===== src/rtl/can_ecf_pkg.sv =====
package can_ecf_pkg;
  localparam int CNT_W  = 8;
  localparam int SEG_W  = 5;
  localparam int POS_W  = 5;
  localparam int KIND_W = 2;

  typedef logic [CNT_W-1:0] cnt_t;

  typedef struct packed {
    logic [KIND_W-1:0] kind;
    logic              dir;
    logic [SEG_W-1:0]  seg;
  } err_cap_t;

  // widened sum so the caller sees the carry out of the counter
  function automatic logic [CNT_W:0] widen_add(cnt_t v, cnt_t step);
    return {1'b0, v} + {1'b0, step};
  endfunction

  // limit a widened sum to the counter range
  function automatic cnt_t clip_sum(logic [CNT_W:0] s);
    return s[CNT_W] ? {CNT_W{1'b1}} : s[CNT_W-1:0];
  endfunction

  // decrement that stops at zero
  function automatic cnt_t dec_floor(cnt_t v);
    return (v == '0) ? v : v - cnt_t'(1);
  endfunction

  function automatic logic at_or_above(cnt_t v, cnt_t lim);
    return v >= lim;
  endfunction
endpackage


===== src/rtl/ecf_lane.sv =====
module ecf_lane
  import can_ecf_pkg::*;
#(
  parameter int STEP = 1
) (
  input  logic clk,
  input  logic rst_n,
  input  logic clr,
  input  logic freeze,
  input  logic hit,
  input  logic ok,
  output cnt_t cnt,
  output cnt_t cnt_nxt,
  output logic carry_nxt
);
  localparam cnt_t STEP_C = cnt_t'(STEP);

  logic [CNT_W:0] sum;

  always_comb begin
    sum       = widen_add(cnt, STEP_C);
    cnt_nxt   = cnt;
    carry_nxt = 1'b0;
    if (clr) begin
      cnt_nxt = '0;
    end else if (!freeze) begin
      if (hit) begin
        cnt_nxt   = clip_sum(sum);
        carry_nxt = sum[CNT_W];
      end else if (ok) begin
        cnt_nxt = dec_floor(cnt);
      end
    end
  end

  always_ff @(posedge clk or negedge rst_n) begin
    if (!rst_n) cnt <= '0;
    else        cnt <= cnt_nxt;
  end
endmodule


===== src/rtl/ecf_flags.sv =====
module ecf_flags
  import can_ecf_pkg::*;
#(
  parameter int WARN_DEF   = 96,
  parameter int PASSIVE_TH = 127
) (
  input  logic       clk,
  input  logic       rst_n,
  input  logic       cfg_hold,
  input  logic       lim_wr,
  input  logic [7:0] lim_wdata,
  input  cnt_t       tx_nxt,
  input  cnt_t       rx_nxt,
  output logic       warn,
  output logic       passive,
  output logic       warn_evt,
  output logic       passive_evt
);
  localparam cnt_t WARN_RST = cnt_t'(WARN_DEF);
  localparam cnt_t PAS_C    = cnt_t'(PASSIVE_TH);

  cnt_t lim, lim_nxt;
  logic warn_nxt, pas_nxt;

  always_comb begin
    lim_nxt  = (lim_wr && cfg_hold) ? cnt_t'(lim_wdata) : lim;
    warn_nxt = at_or_above(tx_nxt, lim_nxt) || at_or_above(rx_nxt, lim_nxt);
    pas_nxt  = (tx_nxt > PAS_C) || (rx_nxt > PAS_C);
  end

  always_ff @(posedge clk or negedge rst_n) begin
    if (!rst_n) begin
      lim         <= WARN_RST;
      warn        <= 1'b0;
      passive     <= 1'b0;
      warn_evt    <= 1'b0;
      passive_evt <= 1'b0;
    end else begin
      lim         <= lim_nxt;
      warn        <= warn_nxt;
      passive     <= pas_nxt;
      warn_evt    <= warn_nxt ^ warn;
      passive_evt <= pas_nxt ^ passive;
    end
  end
endmodule


===== src/rtl/ecf_capture.sv =====
module ecf_capture
  import can_ecf_pkg::*;
(
  input  logic              clk,
  input  logic              rst_n,
  input  logic              err_evt,
  input  err_cap_t          err_in,
  input  logic              arb_lost,
  input  logic [POS_W-1:0]  arb_pos,
  output err_cap_t          err_q,
  output logic [POS_W-1:0]  pos_q
);
  always_ff @(posedge clk or negedge rst_n) begin
    if (!rst_n) begin
      err_q <= '0;
      pos_q <= '0;
    end else begin
      if (err_evt)  err_q <= err_in;
      if (arb_lost) pos_q <= arb_pos;
    end
  end
endmodule


===== src/rtl/can_err_confine.sv =====
module can_err_confine
  import can_ecf_pkg::*;
#(
  parameter int TX_STEP    = 8,
  parameter int RX_STEP    = 1,
  parameter int WARN_DEF   = 96,
  parameter int PASSIVE_TH = 127
) (
  input  logic        clk,
  input  logic        rst_n,
  input  logic        cfg_hold,
  input  logic        cnt_wr,
  input  logic [31:0] cnt_wdata,
  input  logic        lim_wr,
  input  logic [7:0]  lim_wdata,
  input  logic        err_evt,
  input  logic        err_dir,
  input  logic [1:0]  err_kind,
  input  logic [4:0]  err_seg,
  input  logic        ok_tx,
  input  logic        ok_rx,
  input  logic        arb_lost,
  input  logic [4:0]  arb_pos,
  output logic [31:0] cnt_word,
  output logic [31:0] stat_word,
  output logic        warn_evt,
  output logic        passive_evt,
  output logic        err_passive,
  output logic        bus_off
);
  localparam int NLANE = 2;   // lane 0 transmit, lane 1 receive

  // named internal events, visible to the checker
  logic clr_hit;
  logic tx_hit, rx_hit;
  logic boff_q, boff_nxt;
  logic warn_q;

  cnt_t lane_cnt  [NLANE];
  cnt_t lane_nxt  [NLANE];
  logic lane_carry[NLANE];
  logic lane_hit  [NLANE];
  logic lane_ok   [NLANE];

  err_cap_t          cap_q;
  logic [POS_W-1:0]  pos_q;

  assign clr_hit = cnt_wr && cfg_hold && (cnt_wdata == 32'd0);
  assign tx_hit  = err_evt && !err_dir;
  assign rx_hit  = err_evt &&  err_dir;

  assign lane_hit[0] = tx_hit;
  assign lane_hit[1] = rx_hit;
  assign lane_ok[0]  = ok_tx;
  assign lane_ok[1]  = ok_rx;

  for (genvar g = 0; g < NLANE; g++) begin : g_lane
    localparam int STEP_G = (g == 0) ? TX_STEP : RX_STEP;
    ecf_lane #(.STEP(STEP_G)) lane_i (
      .clk       (clk),
      .rst_n     (rst_n),
      .clr       (clr_hit),
      .freeze    (boff_q),
      .hit       (lane_hit[g]),
      .ok        (lane_ok[g]),
      .cnt       (lane_cnt[g]),
      .cnt_nxt   (lane_nxt[g]),
      .carry_nxt (lane_carry[g])
    );
  end

  // only a transmit overflow leads to bus off; receive saturates
  assign boff_nxt = clr_hit ? 1'b0 : (boff_q | lane_carry[0]);

  always_ff @(posedge clk or negedge rst_n) begin
    if (!rst_n) boff_q <= 1'b0;
    else        boff_q <= boff_nxt;
  end

  ecf_flags #(.WARN_DEF(WARN_DEF), .PASSIVE_TH(PASSIVE_TH)) flags_i (
    .clk         (clk),
    .rst_n       (rst_n),
    .cfg_hold    (cfg_hold),
    .lim_wr      (lim_wr),
    .lim_wdata   (lim_wdata),
    .tx_nxt      (lane_nxt[0]),
    .rx_nxt      (lane_nxt[1]),
    .warn        (warn_q),
    .passive     (err_passive),
    .warn_evt    (warn_evt),
    .passive_evt (passive_evt)
  );

  ecf_capture cap_i (
    .clk      (clk),
    .rst_n    (rst_n),
    .err_evt  (err_evt),
    .err_in   ('{kind: err_kind, dir: err_dir, seg: err_seg}),
    .arb_lost (arb_lost),
    .arb_pos  (arb_pos),
    .err_q    (cap_q),
    .pos_q    (pos_q)
  );

  assign bus_off  = boff_q;
  assign cnt_word = {8'd0, lane_cnt[1], 8'd0, lane_cnt[0]};

  always_comb begin
    stat_word        = '0;
    stat_word[23:16] = cap_q;
    stat_word[12:8]  = pos_q;
    stat_word[7]     = boff_q;
    stat_word[6]     = warn_q;
  end
endmodule


===== config.mk =====
export PLATFORM = sky130hd
export DESIGN_NAME = can_err_confine
export DESIGN_NICKNAME = d
export VERILOG_FILES = /design/src/rtl/can_ecf_pkg.sv /design/src/rtl/ecf_lane.sv /design/src/rtl/ecf_flags.sv /design/src/rtl/ecf_capture.sv /design/src/rtl/can_err_confine.sv
export SDC_FILE = /design/constraint.sdc
export NUM_CORES = 1
export LEC_CHECK = 0
export ABC_CLOCK_PERIOD_IN_PS = 6300
export BUFFER_PORTS_ARGS = -buffer_cell sky130_fd_sc_hd__buf_2
export CORE_MARGIN = 3
export CORE_UTILIZATION = 50
export DETAILED_ROUTE_END_ITERATION = 10
export GPL_ROUTABILITY_DRIVEN = 0
export PLACE_DENSITY = 0.94
export SYNTH_ARGS = -nofsm -noshare
export SYNTH_HDL_FRONTEND = slang
export SYNTH_HIERARCHICAL = 1
export SYNTH_SLANG_ARGS = --single-unit
export TNS_END_PERCENT = 20

===== constraint.sdc =====
create_clock -name clk -period 6.3 [get_ports clk]
set_input_delay 1.26 -clock clk [delete_from_list [all_inputs] [get_ports clk]]
set_output_delay 1.26 -clock clk [all_outputs]
set_load 0.01 [all_outputs]

* Word level (Yosys, flattened, before mapping)
Index checks and enable logic that the tools add are counted.
** Operators by class
- Add/sub/neg operators :: 4
- Multiply operators :: 0
- Div/mod/pow operators :: 0
- Magnitude comparators :: 4
- Eq/ne operators :: 0
- Shifts and indexed selects :: 0
- Mux-type cells :: 17
- Bitwise logic cells :: 3
- Reductions and logical operators :: 11
** Operators by type and width (number)
- 8-bit 2-to-1 mux :: 13
- 32-bit logical NOT :: 1
- 8-bit greater-or-equal comparator :: 2
- 8-bit by 7-bit greater-than comparator with 1-bit output, second input constant :: 2
- 8-bit logical NOT :: 2
- 8-bit by 1-bit subtractor with 8-bit output, second input constant :: 2
- 8-bit by 1-bit adder with 9-bit output, second input constant :: 1
- 8-bit by 4-bit adder with 9-bit output, second input constant :: 1
- 1-bit logical AND :: 5
- 1-bit 2-to-1 mux :: 4
- 1-bit logical OR :: 2
- 1-bit XOR :: 2
- 1-bit logical NOT :: 1
- 1-bit OR :: 1
** Word-level totals
- Register bits :: 42
- Latch bits :: 0
- Memory bits (writable) :: 0
- Memory bits (read-only) :: 0
- Input bits :: 62
- Output and inout port bits :: 68
- Logic and storage cells :: 51
- Memories :: 0

* Logic depth before layout (Yosys ltp)
Gate-level depths: netlist of the first run.
- Depth after elaboration :: 9
- Gate-level depth with buffers :: 14
- Mapped depth without buffers :: 14

* Hierarchy
The synthesis of the first run kept the hierarchy.
** By module, submodules not included
- ecf_flags :: times used 1, cells each 74, area an instance 839.6 sq um
- ecf_lane (g_lane[1].lane_i) :: times used 1, cells each 95, area an instance 799.5 sq um
- ecf_lane (g_lane[0].lane_i) :: times used 1, cells each 83, area an instance 715.7 sq um
- ecf_capture :: times used 1, cells each 27, area an instance 513.0 sq um
- can_err_confine :: times used 1, cells each 53, area an instance 410.4 sq um

* Worst setup path after synthesis of the first run
No wires, ideal clock.
- Path kind :: input to register
- Start :: input cnt_wdata[18]
- End :: register flags_i.warn_evt
- Arrival :: 4.194 ns
- Path slack :: 1.995 ns
- Cell stages on the path :: 14
- Buffers on the path :: 0
- Cells stage by stage :: nor4_2 -> nand3_1 -> nor3_1 -> inv_1 -> o21ai_0 -> a31oi_1 -> o311a_1 -> inv_1 -> ha_1 -> nand2b_1 -> a21o_1 -> maj3_2 -> and3_4 -> a2111oi_2
** RTL lines
- start, declared :: RTL line can_err_confine.sv:13 : input logic [31:0] cnt_wdata,
- end signal, assigned :: RTL line ecf_flags.sv:42 : warn_evt <= warn_nxt ^ warn;
- end, declared :: RTL line ecf_flags.sv:16 : output logic warn_evt,

==> results of run 1 <==
==> where the power goes <==
| part | switching (mW) | internal, mW |
|---|---|---|
| combinational | 0.408 | 0.312 |
| sequential | 0.165 | 0.346 |
| clock | 0.0877 | 0.127 |
==> placed cells by master, fill, tap and decap left out, types with 3 or more instances in the layout <==
cell type  count
conb_1        33
o21ai_0       11
inv_1         25
o211ai_1       3
a21oi_1       13
a211oi_1       9
nor4_1         8
nor2b_1        5
nor3_1         7
a2111oi_2      3
nor2_1        12
nor3b_1        3
nand4_1        6
nand2b_1       3
xor2_1         3
a22oi_1        3
mux2i_1        6
ha_1          21
a31oi_1        4
mux2_4         8
nor4bb_1       3
mux2_2        10
buf_2         96
nor4_2         3
nand3_1       16
dfrtp_1       40
nand2_1       11
clkbuf_8       6
==> registers in the layout, indices dropped and copies added (netlist names) <==
name and count:
flags_i/lim 8, flags_i/warn 1, flags_i/passive_evt 1, cap_i/err_q 8
flags_i/passive 1, g_lane.lane_i/cnt 16, cap_i/pos_q 5, flags_i/warn_evt 1
bus_off 1
==> area by class of cell <==
| class | instances | area share [%] |
|---|---|---|
| Inverter | 25 | 2.49 |
| Timing Repair Buffer | 97 | 13.0 |
| Tap cell | 75 | 2.49 |
| Multi-Input combinational cell | 252 | 51.0 |
| Clock inverter | 1 | 0.798 |
| Sequential cell | 42 | 28.0 |
| Clock buffer | 6 | 2.19 |
==> how the worst max path moves through the flow <==
stage	startpoint	end	slack [ps]	cells past startpoint
after floorplan	cnt_wdata[18]	flags_i/warn_evt$_DFF_PN0_	2050	14
after global placement	err_evt	flags_i/warn_evt$_DFF_PN0_	1830	13
after detailed placement	err_evt	flags_i/warn_evt$_DFF_PN0_	1590	13
after CTS	err_evt	flags_i/warn_evt$_DFF_PN0_	1900	13
after global routing	err_evt	flags_i/warn$_DFF_PN0_	1580	12
final	err_evt	flags_i/warn_evt$_DFF_PN0_	1810	13
==> critical path: stages <==
cell,delay [ps]
buf_2,260
nor2b_1,670
nor2_1,260
nand2_1,180
nor3_1,80
a2111oi_2,420
inv_1,100
ha_1,290
nand2b_1,140
a211o_1,330
a31oi_1,250
nor3b_1,110
a2111oi_2,320
==> per-stage QoR <==
| step | area, sq um | setup WS (ps) | util [%] | hold WS, ps | cells |
|---|---|---|---|---|---|
| 3_3_place_gp | 3650 | 1830 | 59.5 | 452 | 491 |
| 4_1_cts | 3760 | 1900 | 61.4 | 457 | 498 |
| 5_1_grt | 3760 | 1580 | 61.4 | 482 | 498 |
| 6_report | 3760 | 1810 | 61.4 | 455 | 498 |
| 2_1_floorplan | 3390 | 2050 | - | 471 | 363 |
| 3_5_place_dp | 3650 | 1590 | 59.5 | 447 | 491 |
==> layer usage <==
layer | routed length [um] | track usage [%]
met5 | 0 | 0
met4 | 147 | 5.52
met3 | 859 | 3.97
met2 | 3800 | 36.2
met1 | 3090 | 25.1
==> metrics.yaml, run 1 <==
reg2regPathDepth: 12
worstHoldEndpoint: "flags_i/passive_evt$_DFF_PN0_"
avgSynthCellArea_sq_um: 9.89
r2r_slack_ps: 2780
drt_pass1_iterations: 5
drtIter0Drc: 249
cp.arrival_ps: 4680
htreeDepth: 2
p_leak_nw: 1.77
grt_overflow: 0
num_rows: 28
totalWireLength_um: 7890
timing.rr.end: "flags_i/warn$_DFF_PN0_"
cts_resized: 0
postRouteAntennaNets: 0
ios: 130
setup_violations: 0
diodes: 0
clock_tree.buffer_depth: 2
max_freq_mhz: 223
hold-path-cell-count: 1
area_growth_pct: 14.9
drv_slew: 0
grt_max_degree: 43
holdBufCountCts: 0
port_buffers: 96
die_w_um: 86.9
post-cts-setup-buffers: 0
min_path_type: "reg2reg"
clk_pin_slew_ps: 80
tightest_slew_ps: 910
num_vias: 2928
cp-start-kind: "input pin"
outcome: "complete, no violations"
die_height_um: 86.9
nets: 506
grt_antenna_before_repair: 0
drc: 0
fill_cells: 493
multi_input_area_sq_um: 1920
fin_setup_tns_ps: 0
maxCapViolations: 0
critical_path_class: "in2reg"
power_mw: 1.45
fin_crit_sh_pct: 71.2
path_max_fanout: 12
die-area_sq_um: 7550
fin_worst_skew_ps: 3.30
timing.final.crit_period_ps: 4490
layout-drive-gt1-share_pct: 34.3
max_slew_margin_pct: 39.3
vdd_drop_max_uv: 234
min-delay-start: "flags_i/passive$_DFF_PN0_"
numCtsBuffers: 5
grt_pass1_wl_um: 12500
yosysWarningCount: 6
endpoint_kind: "flip-flop"
tritoncts: "done"
syn_inst: 331
avgViaCountPerCell: 5.88
powerDensity_nw_per_um2: 384
clock_sinks: 42
start_util_pct: 53.4
hold_violations: 0
dp_hpwl_um: 6130
cp.required_ps: 6490
grt_setup_unrepaired: "false"
syn_area_sq_um: 3270
avgRoutedWirePerCell_um: 15.8
cts_root_buf: "clkbuf_8"
clk_latency_ps: 290
core_sq_um: 6130
regArea_sq_um: 1050
r2r_start: "g_lane[1].lane_i/cnt[0]$_DFF_PN0_"
first_global_vias: 2765
grt_usage_pct: 20.4
Power figures use the tool's default switching activity.
==> run 2, diff against run 1 <==
Settings changed: ABC_CLOCK_PERIOD_IN_PS 6300 to 3900, CORE_UTILIZATION 50 to 45, PLACE_DENSITY 0.94 to 0.9.
Clock period 6.3 ns to 3.9 ns, I/O delays scaled along.
==> run 2 against run 1 <==
Final cell count increased by 5.0%. Largest power group unchanged. Non-clock buffer count up 3. Combinational power is 58% higher. Utilization decreased by 6.2 points. Critical path type unchanged. Power up 60%. Cell area is 1.3% higher. Largest cell class unchanged.
==> metrics.yaml, run 2 (synthesized netlist as in run 1, its figures left out) <==
outcome: "complete, no violations"
fill_cells: 604
cp-start-kind: "input pin"
path_cells: "buf_2 > nor2b_1 > buf_4 > nor2_1 > nand2_1 > o21bai_1 > a211oi_1 > ha_1 > a211oi_1 > nor2_1 > or4_1 > and2_1 > a2111oi_2"
critical_path_class: "in2reg"
slowest_stage: "or4_1"
met2_length_um: 3930
drc: 0
final_common_cell: "buf_2"
finish.utilization_pct: 55.2
die-area_sq_um: 8330
switchingPower_mw: 1.06
cp.required_ps: 4100
clk_pin_slew_ps: 80
diodes: 0
grt_usage_pct: 19.3
hold_ws_ps: 460
holdBufCountCts: 0
top_layer: "met4"
vdd_drop_max_uv: 403
core_sq_um: 6910
regMostFlops: "g_lane.lane_i/cnt"
drt_pass1_iterations: 5
final_cell_area_sq_um: 3810
clk_latency_ps: 300
seqPwrFrac_pct: 35.7
maxCapViolations: 0
max_freq_mhz: 289
fin_crit_sh_pct: 88.6
placed_area_sq_um: 3700
tightest_slew_ps: 921
drv_slew: 0
cts_root_buf: "clkbuf_8"
die_w_um: 91.3
start_util_pct: 47.4
met3_length_um: 745
max_stage_delay_ps: 520
mostFrequentLayoutCells: "buf_2 (96), dfrtp_1 (40), conb_1 (33)"
numCtsBuffers: 5
totalWireLength_um: 8100
grt_overflow: 0
drtIter0Drc: 282
min_path_type: "reg2reg"
clock_sinks: 42
nets: 509
powerDensity_nw_per_um2: 607
intPower_mw: 1.25
timing.final.crit_period_ps: 3450
grt_pass1_wl_um: 13300
avgRoutedWirePerCell_um: 15.5
largest_reg_flops: 16
switching_share_pct: 46.0
ios: 130
port_buffers: 96
wirelength_met1_um: 3300
clockPowerShare_pct: 14.9
cts_resized: 0
p_leak_nw: 1.78
grt_setup_unrepaired: "false"
num_vias: 2904
fin_worst_skew_ps: 4.25
post-cts-setup-buffers: 0
path_max_fanout: 12
fin_setup_tns_ps: 0
area_growth_pct: 16.5
hold_violations: 0
cp.arrival_ps: 3650
num_rows: 30
tritoncts: "done"
combPwrFrac_pct: 49.4
clock_tree.buffer_depth: 2
endpoint_kind: "flip-flop"
grt_max_degree: 43
postRouteAntennaNets: 0
die_height_um: 91.3
htreeDepth: 2
dp_hpwl_um: 6240
layout-drive-gt1-share_pct: 34.9
first_global_vias: 2856
reg.largest.list: "g_lane.lane_i/cnt x16, cap_i/err_q x8, flags_i/lim x8"
max_slew_margin_pct: 38.6
setup_violations: 0
avgViaCountPerCell: 5.55
grt_antenna_before_repair: 0
run 2: cell count changes in the layout (fill, tap and decap cells not counted), sizes merged:
cell      previous run  this run
buf                 97       100
clkinvlp             0         2
clkbuf               6         5
run 2: final timing paths:
| path | from | end | slack (ps) | depth (start not counted) |
|---|---|---|---|---|
| worst max-delay path | err_evt | flags_i/warn_evt$_DFF_PN0_ | 450 | 13 |
| worst min-delay path | flags_i/passive$_DFF_PN0_ | flags_i/passive_evt$_DFF_PN0_ | 460 | 1 |
| worst max register to register | g_lane[1].lane_i/cnt[0]$_DFF_PN0_ | flags_i/warn_evt$_DFF_PN0_ | 480 | 12 |
| worst min register to register | flags_i/passive$_DFF_PN0_ | flags_i/passive_evt$_DFF_PN0_ | 460 | 1 |
| max in group asynchronous | rst_n | flags_i/lim[2]$_DFF_PN0_ | 2720 | 1 |
| min in group asynchronous | rst_n | cap_i/err_q[3]$_DFFE_PN0P_ | 600 | 1 |
run 2: final cells by class:
class,instances,area [sq um],share of cell area (%)
tap,96,120,3.15
timing repair buffer,100,510,13.4
clock buffer,5,68.8,1.81
multi-input combinational,252,1920,50.4
sequential,42,1050,27.6
clock inverter,3,45.0,1.18
inverter,25,93.8,2.46
run 2: stage by stage:
step	instances	power (mW)	worst slack, ps
floorplan	363	1.63	133
global placement	515	1.89	262
detailed placement	515	1.95	171
CTS	523	2.31	496
global route	523	2.50	143
finish	523	2.31	445
run 2: power by group through the flow:
stage | combinational [mW] | clock [mW] | sequential (mW)
2_1_floorplan | 0.860 | 0 | 0.769
5_1_grt | 1.28 | 0.372 | 0.853
6_report | 1.14 | 0.345 | 0.825
4_1_cts | 1.13 | 0.355 | 0.821
3_3_place_gp | 1.07 | 0 | 0.820
3_5_place_dp | 1.13 | 0 | 0.827
run 2: layer usage:
metal  vias to the layer above  track usage (%)
met1                      1328             24.3
met3                        20             4.39
li1                       1350                -
met4                         0             5.03
met2                       206             33.3
met5                         -                0
run 2: worst max-delay path, delay by kind of cell:
kind                       cells  cell delay [ps]
and+or+nand+nor                6             1360
AOI/OAI and AO/OA              4              890
adders and majority gates      1              340
buffers and inverters          2              280
